[config.mk]
export PLATFORM = sky130hd
export DESIGN_NAME = serial_frame_rx
export DESIGN_NICKNAME = d
export VERILOG_FILES = /design/src/rtl/serial_frame_rx_pkg.sv /design/src/rtl/sfr_sync.sv /design/src/rtl/sfr_shift.sv /design/src/rtl/sfr_classify.sv /design/src/rtl/serial_frame_rx.sv
export SDC_FILE = /design/constraint.sdc
export NUM_CORES = 1
export LEC_CHECK = 0
export ABC_AREA = 1
export BUFFER_PORTS_ARGS = -buffer_cell sky130_fd_sc_hd__buf_2
export CELL_PAD_IN_SITES_DETAIL_PLACEMENT = 1
export CELL_PAD_IN_SITES_GLOBAL_PLACEMENT = 2
export CORE_MARGIN = 2
export CORE_UTILIZATION = 30
export DETAILED_ROUTE_END_ITERATION = 8
export HOLD_SLACK_MARGIN = 0.02
export PLACE_DENSITY_LB_ADDON = 0.1
export RECOVER_POWER = 100
export SLEW_MARGIN = 20
export SYNTH_ARGS = -nofsm -noshare
export SYNTH_HDL_FRONTEND = slang
export SYNTH_SLANG_ARGS = --single-unit
[constraint.sdc]
create_clock -name clk -period 1.4 [get_ports clk]
set_input_delay 0.14 -clock clk [delete_from_list [all_inputs] [get_ports clk]]
set_output_delay 0.14 -clock clk [all_outputs]
set_load 0.02 [all_outputs]
[src/rtl/serial_frame_rx_pkg.sv]
package serial_frame_rx_pkg;

    localparam int BYTE_W    = 8;
    localparam int BITCNT_W  = $clog2(BYTE_W);

    typedef logic [BYTE_W-1:0] byte_t;

    // byte leaving the shift stage
    typedef struct packed {
        logic  vld;
        byte_t data;
    } rx_byte_t;

    // tagged byte leaving the classifier
    typedef struct packed {
        logic  vld;
        logic  is_data;
        byte_t data;
    } frame_t;

    typedef enum logic {
        HDR_IDLE     = 1'b0,
        HDR_WAIT_CNT = 1'b1
    } hdr_state_e;

    // a count byte has its top bit clear
    function automatic logic is_count_byte(input byte_t b);
        return ~b[BYTE_W-1];
    endfunction

endpackage

[src/rtl/sfr_sync.sv]
module sfr_sync #(
    parameter int             W       = 1,
    parameter int             STAGES  = 2,
    parameter logic [W-1:0]   RST_VAL = '0
) (
    input  logic         clk,
    input  logic         rst,
    input  logic [W-1:0] d,
    output logic [W-1:0] q
);
    logic [W-1:0] stage [STAGES];

    for (genvar i = 0; i < STAGES; i++) begin : g_stage
        if (i == 0) begin : g_first
            always_ff @(posedge clk) begin
                if (rst) stage[i] <= RST_VAL;
                else     stage[i] <= d;
            end
        end else begin : g_next
            always_ff @(posedge clk) begin
                if (rst) stage[i] <= RST_VAL;
                else     stage[i] <= stage[i-1];
            end
        end
    end

    assign q = stage[STAGES-1];
endmodule

[src/rtl/sfr_shift.sv]
module sfr_shift
    import serial_frame_rx_pkg::*;
(
    input  logic     clk,
    input  logic     rst,
    input  logic     cs_n,
    input  logic     sclk,
    input  logic     sdin,
    output rx_byte_t rx
);
    logic                sclk_q;
    logic [BITCNT_W-1:0] bit_cnt;
    logic [BYTE_W-2:0]   shreg;
    logic                rise;

    assign rise = sclk & ~sclk_q;

    always_ff @(posedge clk) begin
        if (rst) begin
            sclk_q  <= 1'b0;
            bit_cnt <= '0;
            shreg   <= '0;
            rx      <= '0;
        end else begin
            sclk_q <= sclk;
            rx.vld <= 1'b0;
            if (cs_n) begin
                bit_cnt <= '0;
                shreg   <= '0;
            end else if (rise) begin
                shreg <= {shreg[BYTE_W-3:0], sdin};
                if (bit_cnt == BITCNT_W'(BYTE_W-1)) begin
                    rx.vld  <= 1'b1;
                    rx.data <= {shreg, sdin};
                    bit_cnt <= '0;
                end else begin
                    bit_cnt <= bit_cnt + 1'b1;
                end
            end
        end
    end

    // no byte can complete while deselected
    assert_no_byte_deselected_R11: assert property (@(posedge clk) disable iff (rst)
        cs_n |=> !rx.vld);

    // a byte only completes on a detected serial clock rise
    assert_byte_on_rise_R3: assert property (@(posedge clk) disable iff (rst)
        rx.vld |-> $past(sclk && !sclk_q && !cs_n));

    // deselection leaves the bit counter at zero
    assert_deselect_clears_R1: assert property (@(posedge clk) disable iff (rst)
        $past(cs_n) |-> bit_cnt == '0);
endmodule

[src/rtl/sfr_classify.sv]
module sfr_classify
    import serial_frame_rx_pkg::*;
#(
    parameter int    RUN_W  = 7,
    parameter byte_t DIR_OP = 8'hE8
) (
    input  logic     clk,
    input  logic     rst,
    input  rx_byte_t rx,
    input  logic     rs,
    input  logic     rs_en,
    output frame_t   fr,
    output logic     col_inc
);
    hdr_state_e       state, state_n;
    logic [RUN_W-1:0] remain, remain_n;
    logic             is_data_c;

    always_comb begin
        state_n   = state;
        remain_n  = remain;
        is_data_c = 1'b0;
        if (rx.vld) begin
            if (rs_en) begin
                is_data_c = rs;
            end else if (remain != '0) begin
                is_data_c = 1'b1;
                remain_n  = remain - 1'b1;
            end else if (state == HDR_WAIT_CNT && is_count_byte(rx.data)) begin
                remain_n = rx.data[RUN_W-1:0];
                state_n  = HDR_IDLE;
            end else begin
                state_n = (rx.data == DIR_OP) ? HDR_WAIT_CNT : HDR_IDLE;
            end
        end
    end

    always_ff @(posedge clk) begin
        if (rst) begin
            state   <= HDR_IDLE;
            remain  <= '0;
            fr      <= '0;
            col_inc <= 1'b0;
        end else begin
            state      <= state_n;
            remain     <= remain_n;
            fr.vld     <= rx.vld;
            fr.is_data <= rx.vld & is_data_c;
            col_inc    <= rx.vld & is_data_c;
            if (rx.vld) fr.data <= rx.data;
        end
    end

    // in pin mode the tag follows the select pin
    assert_pin_select_R4: assert property (@(posedge clk) disable iff (rst)
        (rx.vld && rs_en) |=> (fr.vld && fr.is_data == $past(rs)));

    // the column strobe only accompanies data bytes
    assert_col_inc_data_R7: assert property (@(posedge clk) disable iff (rst)
        col_inc |-> (fr.vld && fr.is_data));

    // each byte of an open run is data and consumes one count
    assert_run_consume_R6: assert property (@(posedge clk) disable iff (rst)
        (rx.vld && !rs_en && remain != '0) |=>
            (fr.is_data && remain == RUN_W'($past(remain) - 1'b1)));

    // with no open run, in-band bytes are commands
    assert_default_cmd_R5: assert property (@(posedge clk) disable iff (rst)
        (rx.vld && !rs_en && remain == '0) |=> !fr.is_data);

    // the run length only moves when a byte arrives
    assert_remain_hold_R10: assert property (@(posedge clk) disable iff (rst)
        !rx.vld |=> $stable(remain));
endmodule

[src/rtl/serial_frame_rx.sv]
module serial_frame_rx
    import serial_frame_rx_pkg::*;
#(
    parameter int    SYNC_STAGES = 2,
    parameter int    RUN_W       = 7,
    parameter byte_t DIR_OP      = 8'hE8
) (
    input  logic        clk,
    input  logic        rst,
    input  logic        cs_n,
    input  logic        sclk,
    input  logic        sdin,
    input  logic        rs,
    input  logic        rs_en,
    output logic        out_vld,
    output logic [7:0]  out_byte,
    output logic        out_is_data,
    output logic        col_inc
);
    localparam int NSYNC = 5;

    logic [NSYNC-1:0] raw, synced;
    rx_byte_t         rx;
    frame_t           fr;

    assign raw = {cs_n, sclk, sdin, rs, rs_en};

    sfr_sync #(
        .W       (NSYNC),
        .STAGES  (SYNC_STAGES),
        .RST_VAL (5'b10000)
    ) u_sync (
        .clk (clk),
        .rst (rst),
        .d   (raw),
        .q   (synced)
    );

    sfr_shift u_shift (
        .clk  (clk),
        .rst  (rst),
        .cs_n (synced[4]),
        .sclk (synced[3]),
        .sdin (synced[2]),
        .rx   (rx)
    );

    sfr_classify #(
        .RUN_W  (RUN_W),
        .DIR_OP (DIR_OP)
    ) u_class (
        .clk     (clk),
        .rst     (rst),
        .rx      (rx),
        .rs      (synced[1]),
        .rs_en   (synced[0]),
        .fr      (fr),
        .col_inc (col_inc)
    );

    assign out_vld     = fr.vld;
    assign out_byte    = fr.data;
    assign out_is_data = fr.is_data;

    // outputs are quiet in the cycle after reset
    assert_reset_quiet_R12: assert property (@(posedge clk)
        $past(rst) |-> (!out_vld && !col_inc && !out_is_data));
endmodule

---- Word level (Yosys, flattened, before mapping) ----
Memories as Yosys holds them, arrays and structs flattened.
Index checks and enable logic that the tools add are counted.
storage, ports and cells
  output and inout port bits .............. 11
  flip-flop bits (word level) ............. 38
  bits in writable memories ............... 10
  memories ................................ 1
cells by class
  muxes and demuxes ....................... 14
  reduce and logical (&&, ||, !) cells .... 8
  bitwise gates (word level) .............. 10
  equal/unequal tests ..................... 2
  add/sub/neg operators ................... 2
memories
  memory        words  width  read ports  clocked after Yosys merged registers in  write ports  line            source
  u_sync.stage  2      5      2           0                                        2            sfr_sync.sv:11  logic [W-1:0] stage [STAGES];
operators with widths
  kind                                               number
  two-way mux 7 bit                                  2
  two-way mux 5 bit                                  2
  two-way mux 9 bit                                  1
  AND reduction 3 bit                                3
  equality test 8 bit (second input constant)        1
  two-way mux 1 bit                                  8
  nonzero test 7 bit                                 1
  subtractor 7 x 1 -> 7 bit (second input constant)  1
  NOT 1 bit                                          6
  adder 3 x 1 -> 3 bit (second input constant)       1
  equality test 3 bit (second input constant)        1
  two-way mux 3 bit                                  1
  OR reduction 3 bit                                 1
  bitwise AND 1 bit                                  2
  OR 1 bit                                           2
  nonzero test 2 bit                                 1
  OR reduction 2 bit                                 1
  logical AND 1 bit                                  1

---- Longest topological paths before layout ----
  word-level depth ........................ 5
  gate-level depth with buffers ........... 10
  depth with buffers taken out ............ 10

---- Modules after synthesis ----
Synthesis repeated with hierarchy kept, for this count alone.
second synthesis, totals
  cell total of the unflattened synthesis .. 268
  area total of the unflattened synthesis .. 2030.7 sq um
modules (own cells, without submodules)
  module        sequential area each (sq um)  cells each  area each (sq um)  times used
  sfr_classify  360.3                         138         943.4              1
  sfr_shift     400.4                         98          797.0              1
  sfr_sync      200.2                         32          290.3              1

---- Least setup slack after synthesis ----
Ideal clock, no wire load.
  kind .................................... flip-flop to flip-flop
  start point ............................. reg u_class.remain[0]
  end point ............................... reg u_class.remain[5]
  data arrival time ....................... 1.242 ns
  clock period less this slack ............ 1.353 ns
  stages on the path, launching flop included .. 11
  path buffers ............................ 1
  data required time ...................... 1.289 ns
  library setup time ...................... 0.111 ns
  setup slack ............................. 0.047 ns
  path through ............................ dfxtp_1 -> inv_1 -> ha_1 -> inv_1 -> nor2_4 -> nand4_4 -> nand2_2 -> buf_6 -> nand2_1 -> nand2_1 -> nor2_1
between the ends
  longest elaborated chain between the ends .. 3
  elaborated cells on any way between the ends .. 5
RTL lines
  element                                                                            line                source
  start, declared                                                                    sfr_classify.sv:16  logic [RUN_W-1:0] remain, remain_n;
  start signal, assigned                                                             sfr_classify.sv:46  remain <= remain_n;
  parallel branches: the longest is 3 deep, another holds subtractor 7 x 1 -> 7 bit  -
Several ways; the timed one is not identified.
A chain may end at the register's enable or synchronous reset.

---- Final worst setup path ----
  start point ............................. reg u_class.remain[0]
  end point ............................... reg u_class.remain[2]
Same word-level chain as after synthesis.

==> out/qor.txt <==
========================================================================================================
Num CTS Buffers                                                                                        5
Worst hold-check path type                                                                        in2reg
Initial antenna violation count                                                                        0
Area taken by multi-input logic gates                                                          948 sq um
Post-synth top area cell                                                                         dfxtp_1
Critical Path RT                                                                                 1.61 ns
Number of buffer and inverter instances along the worst setup path                                     3
RR Endpoint                                                                                 u_class.remain[2]
Number of nets at the end of the flow                                                                321
Final Wtd Congestion                                                                               0.694
Total routing resource utilization after global routing                                            0.143
Die extent in x                                                                                  85.3 um
Clock Sink Count                                                                                      48
Total Wirelength                                                                                 5120 um
Wirelength per Cell                                                                              13.2 um
Detailed Place HPWL                                                                              3560 um
Cell variety after synth                                                                              28
Setup Skew                                                                                    0.00577 ns
Post-synthesis area per instance                                                              7.60 sq um
Source-to-sink clock delay at the later pin of the worst-skew pair                               0.31 ns
Post-synthesis to final-layout area growth                                                         28.1%
Number of synthesized flops with an enable pin                                                         0
Longest individual stage delay on the worst path                                                 0.33 ns
Count of non-filler cells in the finished layout                                                     388
Post-Synthesis Cell Area                                                                    0.00198 sq mm
Row Count                                                                                             29
Final clock period utilization by the worst path                                                    1.01
Global-route congestion overflow total                                                                 0
Total non-filler cell area in the finished layout                                           0.00254 sq mm
Critical Path Slowest Stage Cell                                                                 dfxtp_2
Critical register-to-register path startpoint                                               u_class.remain[0]
Origin of the worst min-delay path                                                                  sdin
Number of fillers in the final layout                                                                808
Failing checks                                                                              setup timing
Worst setup slack for register-to-register paths                                                -0.02 ns
Synth top area share                                                                               0.484
Core Footprint                                                                              0.00639 sq mm
1st-iter DRT viols                                                                                    27
# diodes                                                                                               0
Maximum root-to-sink buffer count                                                                      2
Final worst-path setup slack                                                                  -0.0190 ns
Worst Hold Path EP                                                                          u_sync.stage[0][2]
List of cells traversed by the critical path                                                inv_2 -> ha_4 -> inv_2 -> nor2_4 -> nand3_4 -> buf_4 -> nand2_1 -> o21ai_0 -> nor2_1 -> nor2_1
Total cell area at the placement stage                                                      0.00226 sq mm
Post-CTS clock slew at the launch and capture registers of the worst setup and hold paths        0.09 ns
Number of violations of the max-capacitance limit                                                      0
Fin. max-slew vios                                                                                     0
I/O pin count                                                                                         18
Count of nets left with antenna violations after detail routing                                        0
Count of placed standard cells including taps                                                        365
Length of the first detailed-routing pass in iterations                                                4
Critical Path Sink Type                                                                             flop
Post-detailed-route via-to-cell ratio                                                               4.51
Unrepaired setup endpoints after global routing                                                     true
Total power                                                                                      2.35 mW
Final setup violation count                                                                            5
Async set-reset flop share out of synthesis                                                            0
R2R depth                                                                                             10
Worst hold path depth                                                                                  3
H-Tree Level Count                                                                                     2
Maximum number of pins on one net before global-route repair                                          18
Cell types with the largest area share after synthesis                                      dfxtp_1, nor2_1, nand2_1
Critical Path Source Type                                                                           flop
Die Height                                                                                       85.3 um
Input/output buffers                                                                                  17
Startpoint-to-endpoint class of the critical path                                                reg2reg
Dominant delay contributor by cell family on the critical path                              simple AND/OR/NAND/NOR gates
#FFs+latches synth                                                                                    48
Power per unit of standard cell area                                                         925 mW/mm^2
Total of warnings raised by yosys                                                                      0
Achievable clock frequency                                                                     0.705 GHz
Total die area                                                                              0.00728 sq mm
Largest fanout on the critical path                                                                    6
P_leak                                                                                           1.17 nW
Outcome                                                                                     finished, violations left
Area taken by flip-flops and latches                                                           965 sq um
VDD IR max                                                                                        456 uV
Worst setup path start                                                                      u_class.remain[0]
Starting utilization of the core area                                                              0.311
Share of cells above drive strength 1                                                              0.241
Number of nets in the synthesized netlist                                                            272
CP arrival                                                                                       1.63 ns
Via count of the first global-routing pass                                                          1703
Worst Max-Slew Pin Slew                                                                         0.468 ns
Wire length of the first global-routing pass                                                     8160 um
Final hold vios                                                                                        0
Minimum clock period after layout                                                                1.42 ns
DRC viols                                                                                              0
Total via count after detailed routing                                                              1750
CTS root buffer                                                                                 clkbuf_8
Most frequently used flop master after synthesis                                                 dfxtp_1
Sequential share of the synthesized area                                                           0.484
Relative slew slack                                                                                0.688
Cell count after synthesis                                                                           261
Clock tree from TritonCTS                                                                           done
========================================================================================================
==> sequential cells by signal, indices dropped and copies added (netlist names) <==
signal / flops
u_sync.stage: 10
u_class.fr: 9
u_shift.bit_cnt: 3
u_class.state: 1
u_class.remain: 7
u_shift.rx: 9
u_shift.sclk_q: 1
u_shift.shreg: 7
u_class.col_inc: 1
==> cell type report <==
type | count | share of cell area
well taps | 77 | 0.0379
multi-input cells | 176 | 0.373
repair buffers | 49 | 0.124
flip-flops and latches | 48 | 0.379
clock buffers | 6 | 0.0325
clock inverters | 2 | 0.00591
inverters | 30 | 0.0472
==> Yosys cell counts, types with 2 or more instances <==
cell type / instances
nor2_1: 63
dfxtp_1: 48
nand2_1: 39
inv_1: 28
o21ai_0: 26
a21oi_1: 11
nand3_1: 10
clkbuf_1: 6
ha_1: 4
nand4_1: 4
nor2_4: 4
or2_2: 2
==> kinds of logic after synthesis <==
kind of cell,Yosys count,synth area share
and+or+nand+nor,128,0.294
DFF,48,0.484
AOI/OAI and AO/OA,41,0.109
buffers and inverters,39,0.0826
adders and majority gates,4,0.0252
xor gates and xnor gates,1,0.00441
==> cell usage in the layout (no fill, tap or decap), types with 2 or more instances in the layout <==
cell / count
nor2_1: 60
dfxtp_1: 45
nand2_1: 31
inv_1: 24
o21ai_0: 23
buf_4: 22
clkbuf_1: 15
a21oi_1: 11
nand3_1: 10
nand2_2: 7
clkbuf_8: 6
buf_2: 6
inv_2: 5
nand2_4: 4
o21ai_1: 4
nor2_4: 4
nand4_1: 4
nor2_2: 3
dlygate4sd3_1: 3
buf_6: 3
dfxtp_2: 3
or2_2: 2
ha_1: 2
clkinvlp_4: 2
==> worst reg2reg max path: cells and delay by family (launching register included) <==
| family | cells | cell delay [ns] |
|---|---|---|
| adders and majority gates | 1 | 0.13 |
| and+or+nand+nor | 5 | 0.50 |
| buffers and inverters | 3 | 0.29 |
| DFF | 1 | 0.33 |
| AOI/OAI and AO/OA | 1 | 0.07 |
==> how the worst max path moves through the flow <==
stage	end	slack, ns	cells after the start
after floorplan	u_class.remain[5]	0.05	10
after global placement	u_class.remain[3]	-0.007	9
after detailed placement	u_shift.rx[3]	-0.02	7
after CTS	u_shift.bit_cnt[1]	0.007	5
after global routing	u_class.remain[2]	-0.1	10
final	u_class.remain[2]	-0.02	10
==> routing by layer <==
metal / share of wire / GRT usage
met2: 0.52 / 0.254
met4: 0.012 / 0.0433
met5: 0 / 0
met1: 0.45 / 0.170
met3: 0.021 / 0.0350
==> report_power, final <==
part	internal, mW	switching, mW	leakage [nW]
sequential	1.38	0.00612	0.390
clock	0.401	0.492	0.0434
combinational	0.0295	0.0445	0.737
==> repair_timing <==
action                                 CTS  global route
pin swaps                                0            10
endpoints found under the hold margin    3             0
resized for setup                        2            38
hold buffers                             3             0
cloned                                   0             2
setup endpoints to repair               11            24
setup buffers                            0            10
==> through the flow <==
step	setup TNS, ns	worst slack, ns	utilization	hold WS, ns
4_1_cts	0	0.00673	0.375	0.0205
2_1_floorplan	0	0.0470	-	0.244
3_3_place_gp	-0.00707	-0.00678	0.354	0.325
6_report	-0.0275	-0.0190	0.398	0.0325
5_1_grt	-0.886	-0.0996	0.398	0.0351
3_5_place_dp	-0.0299	-0.0204	0.354	0.327
Note: power is estimated with default switching activity, not from simulation.
